### config.mk
export PLATFORM = sky130hd
export DESIGN_NAME = irq_prio_arbiter
export DESIGN_NICKNAME = d
export VERILOG_FILES = /design/src/rtl/irq_prio_arbiter.sv
export SDC_FILE = /design/constraint.sdc
export NUM_CORES = 1
export LEC_CHECK = 0
export ABC_CLOCK_PERIOD_IN_PS = 5900
export BUFFER_PORTS_ARGS = -buffer_cell sky130_fd_sc_hd__buf_2
export CORE_MARGIN = 3
export CORE_UTILIZATION = 45
export CTS_CLUSTER_DIAMETER = 200
export CTS_CLUSTER_SIZE = 14
export DETAILED_ROUTE_END_ITERATION = 7
export GPL_TIMING_DRIVEN = 0
export HOLD_SLACK_MARGIN = 0.15
export MAX_ROUTING_LAYER = met4
export PLACE_DENSITY_LB_ADDON = 0.12
export SETUP_SLACK_MARGIN = 0.4
export SYNTH_ARGS = -nofsm -noshare
export SYNTH_HDL_FRONTEND = slang
export SYNTH_SLANG_ARGS = --single-unit
### constraint.sdc
create_clock -name clk -period 5.9 [get_ports clk]
set_input_delay 0.295 -clock clk [delete_from_list [all_inputs] [get_ports clk]]
set_output_delay 0.295 -clock clk [all_outputs]
set_load 0.01 [all_outputs]
### src/rtl/irq_prio_arbiter.sv
module irq_prio_arbiter #(
  parameter int NLEV = 8
) (
  input  logic                     clk,
  input  logic                     rst_n,
  input  logic                     init_pulse,
  input  logic                     level_mode,
  input  logic                     sfnm_en,
  input  logic                     smm_en,
  input  logic [NLEV-1:0]          mask_in,
  input  logic [NLEV-1:0]          req_in,
  input  logic                     cmd_valid,
  input  logic [2:0]               cmd_code,
  input  logic [$clog2(NLEV)-1:0]  cmd_level,
  input  logic                     ack_set,
  input  logic                     aeoi_pulse,
  input  logic                     poll_rd,
  output logic                     int_out,
  output logic [$clog2(NLEV)-1:0]  win_level,
  output logic [7:0]               poll_word,
  output logic [NLEV-1:0]          irr_out,
  output logic [NLEV-1:0]          isr_out
);
  localparam int LW = $clog2(NLEV);
  localparam logic [2:0] C_NSEOI   = 3'b001;
  localparam logic [2:0] C_SEOI    = 3'b011;
  localparam logic [2:0] C_RNSEOI  = 3'b101;
  localparam logic [2:0] C_RAE_SET = 3'b100;
  localparam logic [2:0] C_RAE_CLR = 3'b000;
  localparam logic [2:0] C_RSEOI   = 3'b111;
  localparam logic [2:0] C_SETPRI  = 3'b110;

  typedef logic [LW-1:0] lvl_t;
  typedef logic [LW:0]   pos_t;

  logic [NLEV-1:0] irr_q, isr_q, req_q;
  lvl_t            ptr_q;
  logic            rot_aeoi_q;

  function automatic pos_t first_set(input logic [NLEV-1:0] v);
    first_set = pos_t'(NLEV);
    for (int i = NLEV - 1; i >= 0; i--)
      if (v[i]) first_set = pos_t'(i);
  endfunction

  lvl_t            base;
  logic [NLEV-1:0] pend, pend_r, isr_r, isr_eoi_r;
  assign base = ptr_q + lvl_t'(1);
  assign pend = irr_q & ~mask_in;

  for (genvar g = 0; g < NLEV; g++) begin : g_rot
    lvl_t src;
    assign src          = base + lvl_t'(g);
    assign pend_r[g]    = pend[src];
    assign isr_r[g]     = isr_q[src];
    assign isr_eoi_r[g] = isr_q[src] & ~(smm_en & mask_in[src]);
  end

  pos_t req_pos, isr_pos, eoi_pos;
  logic has_req, has_eoi, allowed;
  lvl_t eoi_lvl;
  assign req_pos = first_set(pend_r);
  assign isr_pos = first_set(isr_r);
  assign eoi_pos = first_set(isr_eoi_r);
  assign has_req = !req_pos[LW];
  assign has_eoi = !eoi_pos[LW];
  assign eoi_lvl = eoi_pos[LW-1:0] + base;
  assign allowed = smm_en  ? 1'b1 :
                   sfnm_en ? (req_pos <= isr_pos) : (req_pos < isr_pos);

  assign int_out   = has_req & allowed;
  assign win_level = has_req ? lvl_t'(req_pos[LW-1:0] + base) : '1;
  assign poll_word = int_out ? {1'b1, {(7-LW){1'b0}}, win_level} : 8'h00;
  assign irr_out   = irr_q;
  assign isr_out   = isr_q;

  localparam logic [NLEV-1:0] ONE = {{(NLEV-1){1'b0}}, 1'b1};

  logic            take, nseoi, seoi, set_ptr, rot_ptr;
  logic [NLEV-1:0] grant_vec, clr_vec;
  assign take      = (ack_set | poll_rd) & int_out;
  assign grant_vec = take ? (ONE << win_level) : '0;
  assign nseoi     = (cmd_valid && (cmd_code == C_NSEOI || cmd_code == C_RNSEOI)) || aeoi_pulse;
  assign seoi      = cmd_valid && (cmd_code == C_SEOI || cmd_code == C_RSEOI);
  assign clr_vec   = ((nseoi && has_eoi) ? (ONE << eoi_lvl) : '0) |
                     (seoi ? (ONE << cmd_level) : '0);
  assign set_ptr   = cmd_valid && (cmd_code == C_SETPRI || cmd_code == C_RSEOI);
  assign rot_ptr   = has_eoi && ((cmd_valid && cmd_code == C_RNSEOI) || (aeoi_pulse && rot_aeoi_q));

  always_ff @(posedge clk or negedge rst_n) begin
    if (!rst_n) begin
      irr_q <= '0; isr_q <= '0; req_q <= '1; ptr_q <= '1; rot_aeoi_q <= 1'b0;
    end else if (init_pulse) begin
      irr_q <= '0; isr_q <= '0; req_q <= '1; ptr_q <= '1; rot_aeoi_q <= 1'b0;
    end else begin
      req_q <= req_in;
      irr_q <= level_mode ? (req_in & ~grant_vec)
                          : ((irr_q | (req_in & ~req_q)) & ~grant_vec);
      isr_q <= (isr_q & ~clr_vec) | grant_vec;
      if (cmd_valid && cmd_code == C_RAE_SET)      rot_aeoi_q <= 1'b1;
      else if (cmd_valid && cmd_code == C_RAE_CLR) rot_aeoi_q <= 1'b0;
      if (set_ptr)      ptr_q <= cmd_level;
      else if (rot_ptr) ptr_q <= eoi_lvl;
    end
  end

  assert_int_has_pending_R2: assert property (@(posedge clk) disable iff (!rst_n)
    int_out |-> (irr_q[win_level] && !mask_in[win_level]));

  assert_ack_enters_service_R5: assert property (@(posedge clk) disable iff (!rst_n)
    ((ack_set || poll_rd) && int_out && !init_pulse && !cmd_valid && !aeoi_pulse)
      |=> isr_q[$past(win_level)]);

  assert_setpri_keeps_isr_R9: assert property (@(posedge clk) disable iff (!rst_n)
    (cmd_valid && cmd_code == C_SETPRI && !ack_set && !poll_rd && !aeoi_pulse && !init_pulse)
      |=> isr_q == $past(isr_q));

  assert_rot_specific_ptr_R8: assert property (@(posedge clk) disable iff (!rst_n)
    (cmd_valid && cmd_code == C_RSEOI && !init_pulse) |=> ptr_q == $past(cmd_level));

  assert_edge_no_retrigger_R4: assert property (@(posedge clk) disable iff (!rst_n)
    (!level_mode && !init_pulse)
      |=> (irr_q & ~$past(irr_q) & ~$past(req_in & ~req_q)) == '0);

  assert_init_clears_R13: assert property (@(posedge clk) disable iff (!rst_n)
    init_pulse |=> (irr_q == '0 && isr_q == '0 && !int_out));
endmodule

==> impl_metrics.yaml, run 1 <==
cts:
  cts_root_buffer: "clkbuf_8"
  cts_buffer_depth: 2
  cts_resized: 0
  htreeDepth: 1
  clock_latency_ns: 0.28
  cts_buffers: 3
  cts_tree: "yes"
  cts.sinks: 28
  ctsHoldBuffers: 1
  postCtsSetupBuffers: 0
  clk_pin_slew_ns: 0.10
logic_synthesis:
  yosysSeqAreaShare_pct: 21.3
  yosysUniqueCellTypes: 70
  yosys.area_share.simple_pct: 19.0
  syn_area_per_cell_um2: 9.73
  synth_top_area_cell: "dfrtp_1"
  synth_top_family_by_area: "multiplexers"
  syn_area_mm2: 0.00335
  synth_edf_count: 0
  yosys-top-cells-count: "24 x mux2i_1, 23 x o21ai_0, 21 x inv_1, 21 x nand2b_1, 19 x nand2_1"
  netlist_top_cells_area: "dfrtp_1 13%, mux4_2 11%, dfstp_2 8.6%"
  synth.mux.area_fraction_pct: 23.7
  ys_warn_count: 0
  synth_cells: 344
  ys_ff_latch: 28
  async_flop_share_pct: 100
  synth_compound_gate_area_share_pct: 19.8
  synth-xor-area-share_pct: 4.49
  netlist.area_leader.share_pct: 12.7
  ys_dominant_reg_cell: "dfrtp_1"
  yosysMostFrequentCell: "mux2i_1"
  synthAdderAreaFrac_pct: 4.19
drt:
  drt-total-wl_um: 9190
  highest_layer: "met4"
  drt-pass1-iter-count: 4
  via_count: 2973
  first_iter_violations: 124
  viasPerCell: 5.92
  m1WireLength_um: 4310
  route.detailed.drc: 0
  dr_wl_met2_um: 4430
  antenna_left: 0
  avgRoutedWirePerCell_um: 18.3
  wl_met3_um: 388
job:
  maxCapViolCount: 0
placed_design:
  place_congestion: 0.963
  post_dp_cell_area_mm2: 0.00375
  io_buffers: 54
  hpwl_um: 7450
die:
  die_area_mm2: 0.00851
  die-width_um: 92.2
  num_rows: 30
  initial_core_util_pct: 47.7
  die_h_um: 92.2
  coreArea_mm2: 0.00702
  ios: 60
critical_path:
  worstSetupPathType: "flip-flop to flip-flop"
  endpoint_kind: "flip-flop"
  cp-endpoint: "irr_out[1]"
  critical_path_depth: 18
  slowest_delay_ns: 0.63
  reg2reg_depth: 18
  crit_required_ns: 6.03
  crit_family: "compound AO/OA/AOI/OAI gates"
  worst_path_max_delay_cell: "nor4b_2"
  crit_start: "ptr_q[0]"
  worst-path-max-fanout: 12
  reg2reg_from: "ptr_q[0]"
  startpoint_type: "flip-flop"
  reg2reg_to: "irr_out[1]"
  rrSetupSlack_ns: 0.83
  cp.arrival_ns: 5.19
  worst-path-buf-inv: 4
  cp_cell_sequence: "buf_6 > inv_2 > buf_6 > ha_1 > buf_4 > mux4_2 > mux2_2 > a211oi_1 > nor2_1 > o21ai_0 > ha_1 > nor2b_1 > o21a_1 > o21ai_0 > a221oi_1 > a31oi_2 > nor4b_2 > a221oi_1"
layout:
  n_fill_cell: 682
  fin_nets: 449
  drive_above_1_share_pct: 35.5
  diodes: 0
  register_area_um2: 714
  synthToLayoutAreaGrowth_pct: 14.4
  multi_input_area_mm2: 0.00240
  postLayoutCellArea_mm2: 0.00383
  utilization_pct: 54.6
global_routing:
  grt_pass1_wl_um: 15200
  grt_pass1_vias: 2876
  grt_use_total_pct: 22.8
  antenna_found_initial: 0
  overflow: 0
  grt_start_max_net_pins: 29
sta:
  drv_slew: 0
  rsz0062_at_grt: "no"
  period_minus_slack_ns: 5.07
  min_period_over_period_pct: 85.9
  skew_ns: 0.00394
  hold_slack_ns: 0.211
  fmax_ghz: 0.197
  slew_headroom_pct: 50.8
  worst_pin_slew_ns: 0.736
  setup_viol: 0
  setup-tns-final_ns: 0
  hold_viol: 0
status:
  status: "finished clean"
hold_path:
  hold_path_class: "input port to flip-flop"
==> registers in the layout, indices dropped and copies added, names as in the netlist <==
register / flops
rot_aeoi_q: 1
req_q: 8
isr_out: 8
ptr_q: 3
irr_out: 8
==> placed cells by master (no fill, tap or decap), drive strengths merged, types with 5 or more instances in the layout <==
master and n:
mux2 16, nand2b 21, a21oi 5, or2 11, inv 24, a221oi 5
dfrtp 17, mux4 16, nor3 10, or3 6, nand3 5, o211a 7
mux2i 25, buf 71, nor2 17, dfstp 11, o21ai 24, nand2 20
clkbuf 7, ha 8, o221ai 8
==> final cells by class <==
cell class	count	share of cell area (%)
Clock inverter	1	0.784
Sequential cell	28	18.7
Tap cell	96	3.14
Inverter	25	2.45
Clock buffer	3	1.08
Multi-Input combinational cell	273	62.6
Buffer	21	4.02
Timing Repair Buffer	55	7.32
==> per-stage QoR <==
stage                     worst slack, ns  instances
after detailed placement            0.790        497
after CTS                           0.780        502
final                               0.832        502
after global routing                0.431        502
after floorplan                      1.53        347
after global placement              0.843        497
==> worst min-delay path by stage <==
stage,depth (start not counted),end,start,slack (ns)
3_5_place_dp,1,rot_aeoi_q,rst_n,0.36
5_1_grt,2,req_q[6],req_in[6],0.21
4_1_cts,2,req_q[1],req_in[1],0.21
6_report,2,req_q[2],req_in[2],0.21
3_3_place_gp,1,isr_out[7],rst_n,0.36
2_1_floorplan,0,irr_out[0],rst_n,-0.0006
==> per-layer routing <==
| layer | up-vias | global-route usage (%) |
|---|---|---|
| met5 | - | - |
| met4 | 0 | 3.34 |
| met3 | 6 | 1.72 |
| met2 | 85 | 36.3 |
| met1 | 1444 | 32.9 |
| li1 | 1438 | - |
==> logic make-up (layout without fill, tap and decap cells) <==
family | count (synthesis) | after routing
DFF | 28 | 28
xor gates and xnor gates | 8 | 8
AOI/OAI and AO/OA | 82 | 82
adders and majority gates | 10 | 10
and+or+nand+nor | 112 | 112
other | 1 | 4
muxes | 57 | 57
buffers and inverters | 46 | 105
Power of run 1 is not shown: default switching activity piles up to over one toggle a cycle in this logic, so the estimate is an artifact.
==> inputs of run 2 (changes only) <==
CAP_MARGIN = 20   (was not set)
MAX_ROUTING_LAYER = not set   (was met4)
==> impl_metrics.yaml, run 2 (synthesis gave the netlist of run 1 again) <==
die:
  die-width_um: 92.2
  die_area_mm2: 0.00851
  num_rows: 30
  ios: 60
  coreArea_mm2: 0.00702
  initial_core_util_pct: 47.7
  die_h_um: 92.2
critical_path:
  rrSetupSlack_ns: 0.77
  startpoint_type: "flip-flop"
  reg2reg_depth: 18
  cp.arrival_ns: 5.26
  worst_path_max_delay_cell: "nor4b_2"
  cp_cell_sequence: "buf_6 > inv_2 > buf_6 > ha_1 > buf_4 > buf_4 > mux4_2 > mux2i_1 > or2_1 > a21oi_1 > ha_1 > nor2b_1 > o21a_1 > o21ai_0 > a221oi_1 > a31oi_2 > nor4b_2 > a221oi_1"
  worst-path-max-fanout: 12
  reg2reg_to: "irr_out[1]"
  crit_required_ns: 6.03
  worstSetupPathType: "flip-flop to flip-flop"
  slowest_delay_ns: 0.65
  endpoint_kind: "flip-flop"
  reg2reg_from: "ptr_q[0]"
sta:
  setup-tns-final_ns: 0
  slew_headroom_pct: 50.9
  skew_ns: 0.00183
  drv_slew: 0
  hold_viol: 0
  period_minus_slack_ns: 5.13
  hold_slack_ns: 0.207
  min_period_over_period_pct: 87.0
  setup_viol: 0
  worst_pin_slew_ns: 0.735
  fmax_ghz: 0.195
  rsz0062_at_grt: "no"
cts:
  cts_root_buffer: "clkbuf_8"
  clk_pin_slew_ns: 0.10
  cts_buffers: 3
  cts_resized: 0
  postCtsSetupBuffers: 0
  htreeDepth: 1
  cts_buffer_depth: 2
  cts.sinks: 28
  clock_latency_ns: 0.28
  cts_tree: "yes"
global_routing:
  antenna_found_initial: 0
  grt_start_max_net_pins: 29
  grt_pass1_wl_um: 14800
  overflow: 0
  grt_use_total_pct: 21.8
  grt_pass1_vias: 2906
drt:
  via_count: 3009
  route.detailed.drc: 0
  viasPerCell: 5.99
  avgRoutedWirePerCell_um: 18.4
  drt-total-wl_um: 9230
  antenna_left: 0
  drt-pass1-iter-count: 4
  first_iter_violations: 149
layout:
  final_cell_mix: "54 x buf_2, 24 x mux2i_1, 23 x o21ai_0"
  fin_nets: 449
  final_common_cell: "buf_2"
  diodes: 0
  drive_above_1_share_pct: 35.5
  n_fill_cell: 672
  synthToLayoutAreaGrowth_pct: 14.4
hold_path:
  hold_path_depth: 2
  min_to: "req_q[7]"
  min_from: "req_in[7]"
  hold_path_class: "input port to flip-flop"
status:
  status: "finished clean"
job:
  maxCapViolCount: 0
placed_design:
  io_buffers: 54
  hpwl_um: 7480
  place_congestion: 0.975
run 2: cell counts in the layout (fill, tap and decap cells not counted):
Identical to the previous run, type by type.
run 2: how the worst max path moves through the flow:
stage | from | slack (ns) | end
after CTS | ptr_q[0] | 0.75 | win_level[2]
final | ptr_q[0] | 0.77 | irr_out[1]
after detailed placement | ptr_q[0] | 0.77 | irr_out[1]
after floorplan | ptr_q[0] | 1.53 | irr_out[1]
after global placement | ptr_q[0] | 0.87 | irr_out[1]
after global routing | ptr_q[0] | 0.46 | irr_out[1]
run 2: critical path, delay by kind of cell, from the launching register on:
family,cells,cell delay [ns]
AOI/OAI and AO/OA,6,1.10
adders and majority gates,2,0.60
buffers and inverters,5,0.78
DFF,1,0.55
muxes,2,0.90
and+or+nand+nor,3,1.03
run 2: repair_timing:
item / 4_1_cts / 5_1_grt
hold endpoints to repair: 17 / 0
endpoints found under the setup margin: 0 / 0
hold buffers: 1 / 0
run 2: area by class of cell:
| cell class | count | area, µm² | area share (%) |
|---|---|---|---|
| multi-input combinational | 273 | 2400 | 62.6 |
| sequential | 28 | 714 | 18.7 |
| timing repair buffer | 55 | 280 | 7.32 |
| buffer | 21 | 154 | 4.02 |
| tap | 96 | 120 | 3.14 |
| inverter | 25 | 93.8 | 2.45 |
| clock buffer | 3 | 41.3 | 1.08 |
| clock inverter | 1 | 30.0 | 0.784 |
run 2: metrics by stage:
stage          setup slack [ns]  std cells  area, µm²  util, %
6_report                  0.766        502       3830     54.6
3_3_place_gp              0.867        497       3750     53.4
2_1_floorplan              1.53        347       3360        -
3_5_place_dp              0.768        497       3750     53.4
4_1_cts                   0.751        502       3830     54.6
5_1_grt                   0.463        502       3830     54.6
run 2: layer usage:
layer | share of wire (%) | global-route usage, %
met2 | 48 | 36.4
met4 | 1.5 | 5.82
met1 | 46 | 30.2
met5 | 0 | 0
met3 | 4.4 | 2.38
Power of run 2 is left out for the same reason.
==> inputs of run 3 (changes only) <==
PLACE_DENSITY = 0.67   (was not set)
PLACE_DENSITY_LB_ADDON = not set   (was 0.12)
==> impl_metrics.yaml, run 3 (synthesis gave the netlist of run 1 again) <==
hold_path:
  hold_path_class: "input port to flip-flop"
cts:
  clock_latency_ns: 0.28
  cts_buffers: 3
  cts_buffer_depth: 2
  clk_pin_slew_ns: 0.10
  postCtsSetupBuffers: 0
  cts_root_buffer: "clkbuf_8"
  cts.sinks: 28
  cts_resized: 0
  htreeDepth: 1
  cts_tree: "yes"
job:
  maxCapViolCount: 0
layout:
  fin_nets: 449
  drive_above_1_share_pct: 35.5
  postLayoutCellArea_mm2: 0.00383
  register_area_um2: 714
  n_fill_cell: 678
  multi_input_area_mm2: 0.00240
  diodes: 0
  final_common_cell: "buf_2"
  final_cell_mix: "54 x buf_2, 24 x mux2i_1, 23 x o21ai_0"
  synthToLayoutAreaGrowth_pct: 14.4
sta:
  worst_pin_slew_ns: 0.707
  period_minus_slack_ns: 5.14
  slew_headroom_pct: 52.7
  rsz0062_at_grt: "no"
  hold_viol: 0
  hold_slack_ns: 0.212
  fmax_ghz: 0.195
  skew_ns: 0.00276
  min_period_over_period_pct: 87.1
  drv_slew: 0
  setup_viol: 0
  setup-tns-final_ns: 0
drt:
  route.detailed.drc: 0
  first_iter_violations: 144
  drt-pass1-iter-count: 4
  antenna_left: 0
  via_count: 3007
  viasPerCell: 5.99
  drt-total-wl_um: 9260
  avgRoutedWirePerCell_um: 18.4
placed_design:
  hpwl_um: 7440
  io_buffers: 54
  post_dp_cell_area_mm2: 0.00375
  place_congestion: 0.936
status:
  status: "finished clean"
critical_path:
  worst-path-buf-inv: 4
  worst_path_max_delay_cell: "nor4b_2"
  endpoint_kind: "flip-flop"
  startpoint_type: "flip-flop"
  slowest_delay_ns: 0.61
  crit_required_ns: 6.02
  cp_cell_sequence: "buf_6 > inv_2 > buf_6 > ha_1 > buf_4 > xnor3_1 > mux2_2 > a211oi_1 > nor2_1 > o21ai_0 > ha_1 > nor2b_1 > o21a_1 > o21ai_0 > a221oi_1 > a31oi_2 > nor4b_2 > a221oi_1"
  cp.arrival_ns: 5.26
  crit_family: "compound AO/OA/AOI/OAI gates"
  worst-path-max-fanout: 12
  worstSetupPathType: "flip-flop to flip-flop"
global_routing:
  grt_pass1_wl_um: 15300
  grt_start_max_net_pins: 29
  antenna_found_initial: 0
  overflow: 0
  grt_pass1_vias: 2970
  grt_use_total_pct: 22.3
die:
  die_h_um: 92.2
  coreArea_mm2: 0.00702
  die_area_mm2: 0.00851
  ios: 60
  initial_core_util_pct: 47.7
  die-width_um: 92.2
  num_rows: 30
[run 3: final cells by class]
class                      count  share of cell area, %
timing repair buffer          55                   7.32
sequential                    28                   18.7
buffer                        21                   4.02
multi-input combinational    273                   62.6
clock buffer                   3                   1.08
inverter                      25                   2.45
tap                           96                   3.14
clock inverter                 1                  0.784
[run 3: what timing repair did]
action                     in CTS  in global routing
setup endpoints to repair       0                  0
hold endpoints to repair       17                  0
hold buffers                    1                  0
[run 3: final timing paths]
check                           slack (ns)    endpoint  cells past startpoint       start
worst max-delay path                  0.76  irr_out[1]                     18    ptr_q[0]
worst min-delay path                  0.21    req_q[6]                      2   req_in[6]
worst max register to register        0.76  irr_out[1]                     18    ptr_q[0]
worst min register to register        0.54  rot_aeoi_q                      2  rot_aeoi_q
max in group asynchronous             4.91  irr_out[0]                      2       rst_n
min in group asynchronous             0.56  rot_aeoi_q                      2       rst_n
[run 3: metal layers]
metal / vias to the layer above / share of wire (%) / GRT usage (%)
met5: - / 0 / 0
met4: 0 / 0.62 / 3.59
met3: 6 / 5.3 / 1.56
met2: 91 / 51 / 39.6
met1: 1481 / 44 / 30.3
li1: 1429 / - / -
[run 3: metrics by stage]
| stage | worst slack (ns) | util, % | std cells |
|---|---|---|---|
| after floorplan | 1.53 | - | 347 |
| after global placement | 0.885 | 53.4 | 497 |
| after detailed placement | 0.785 | 53.4 | 497 |
| after CTS | 0.757 | 54.6 | 502 |
| after global routing | 0.438 | 54.6 | 502 |
| final | 0.759 | 54.6 | 502 |
Power of run 3 is left out for the same reason.
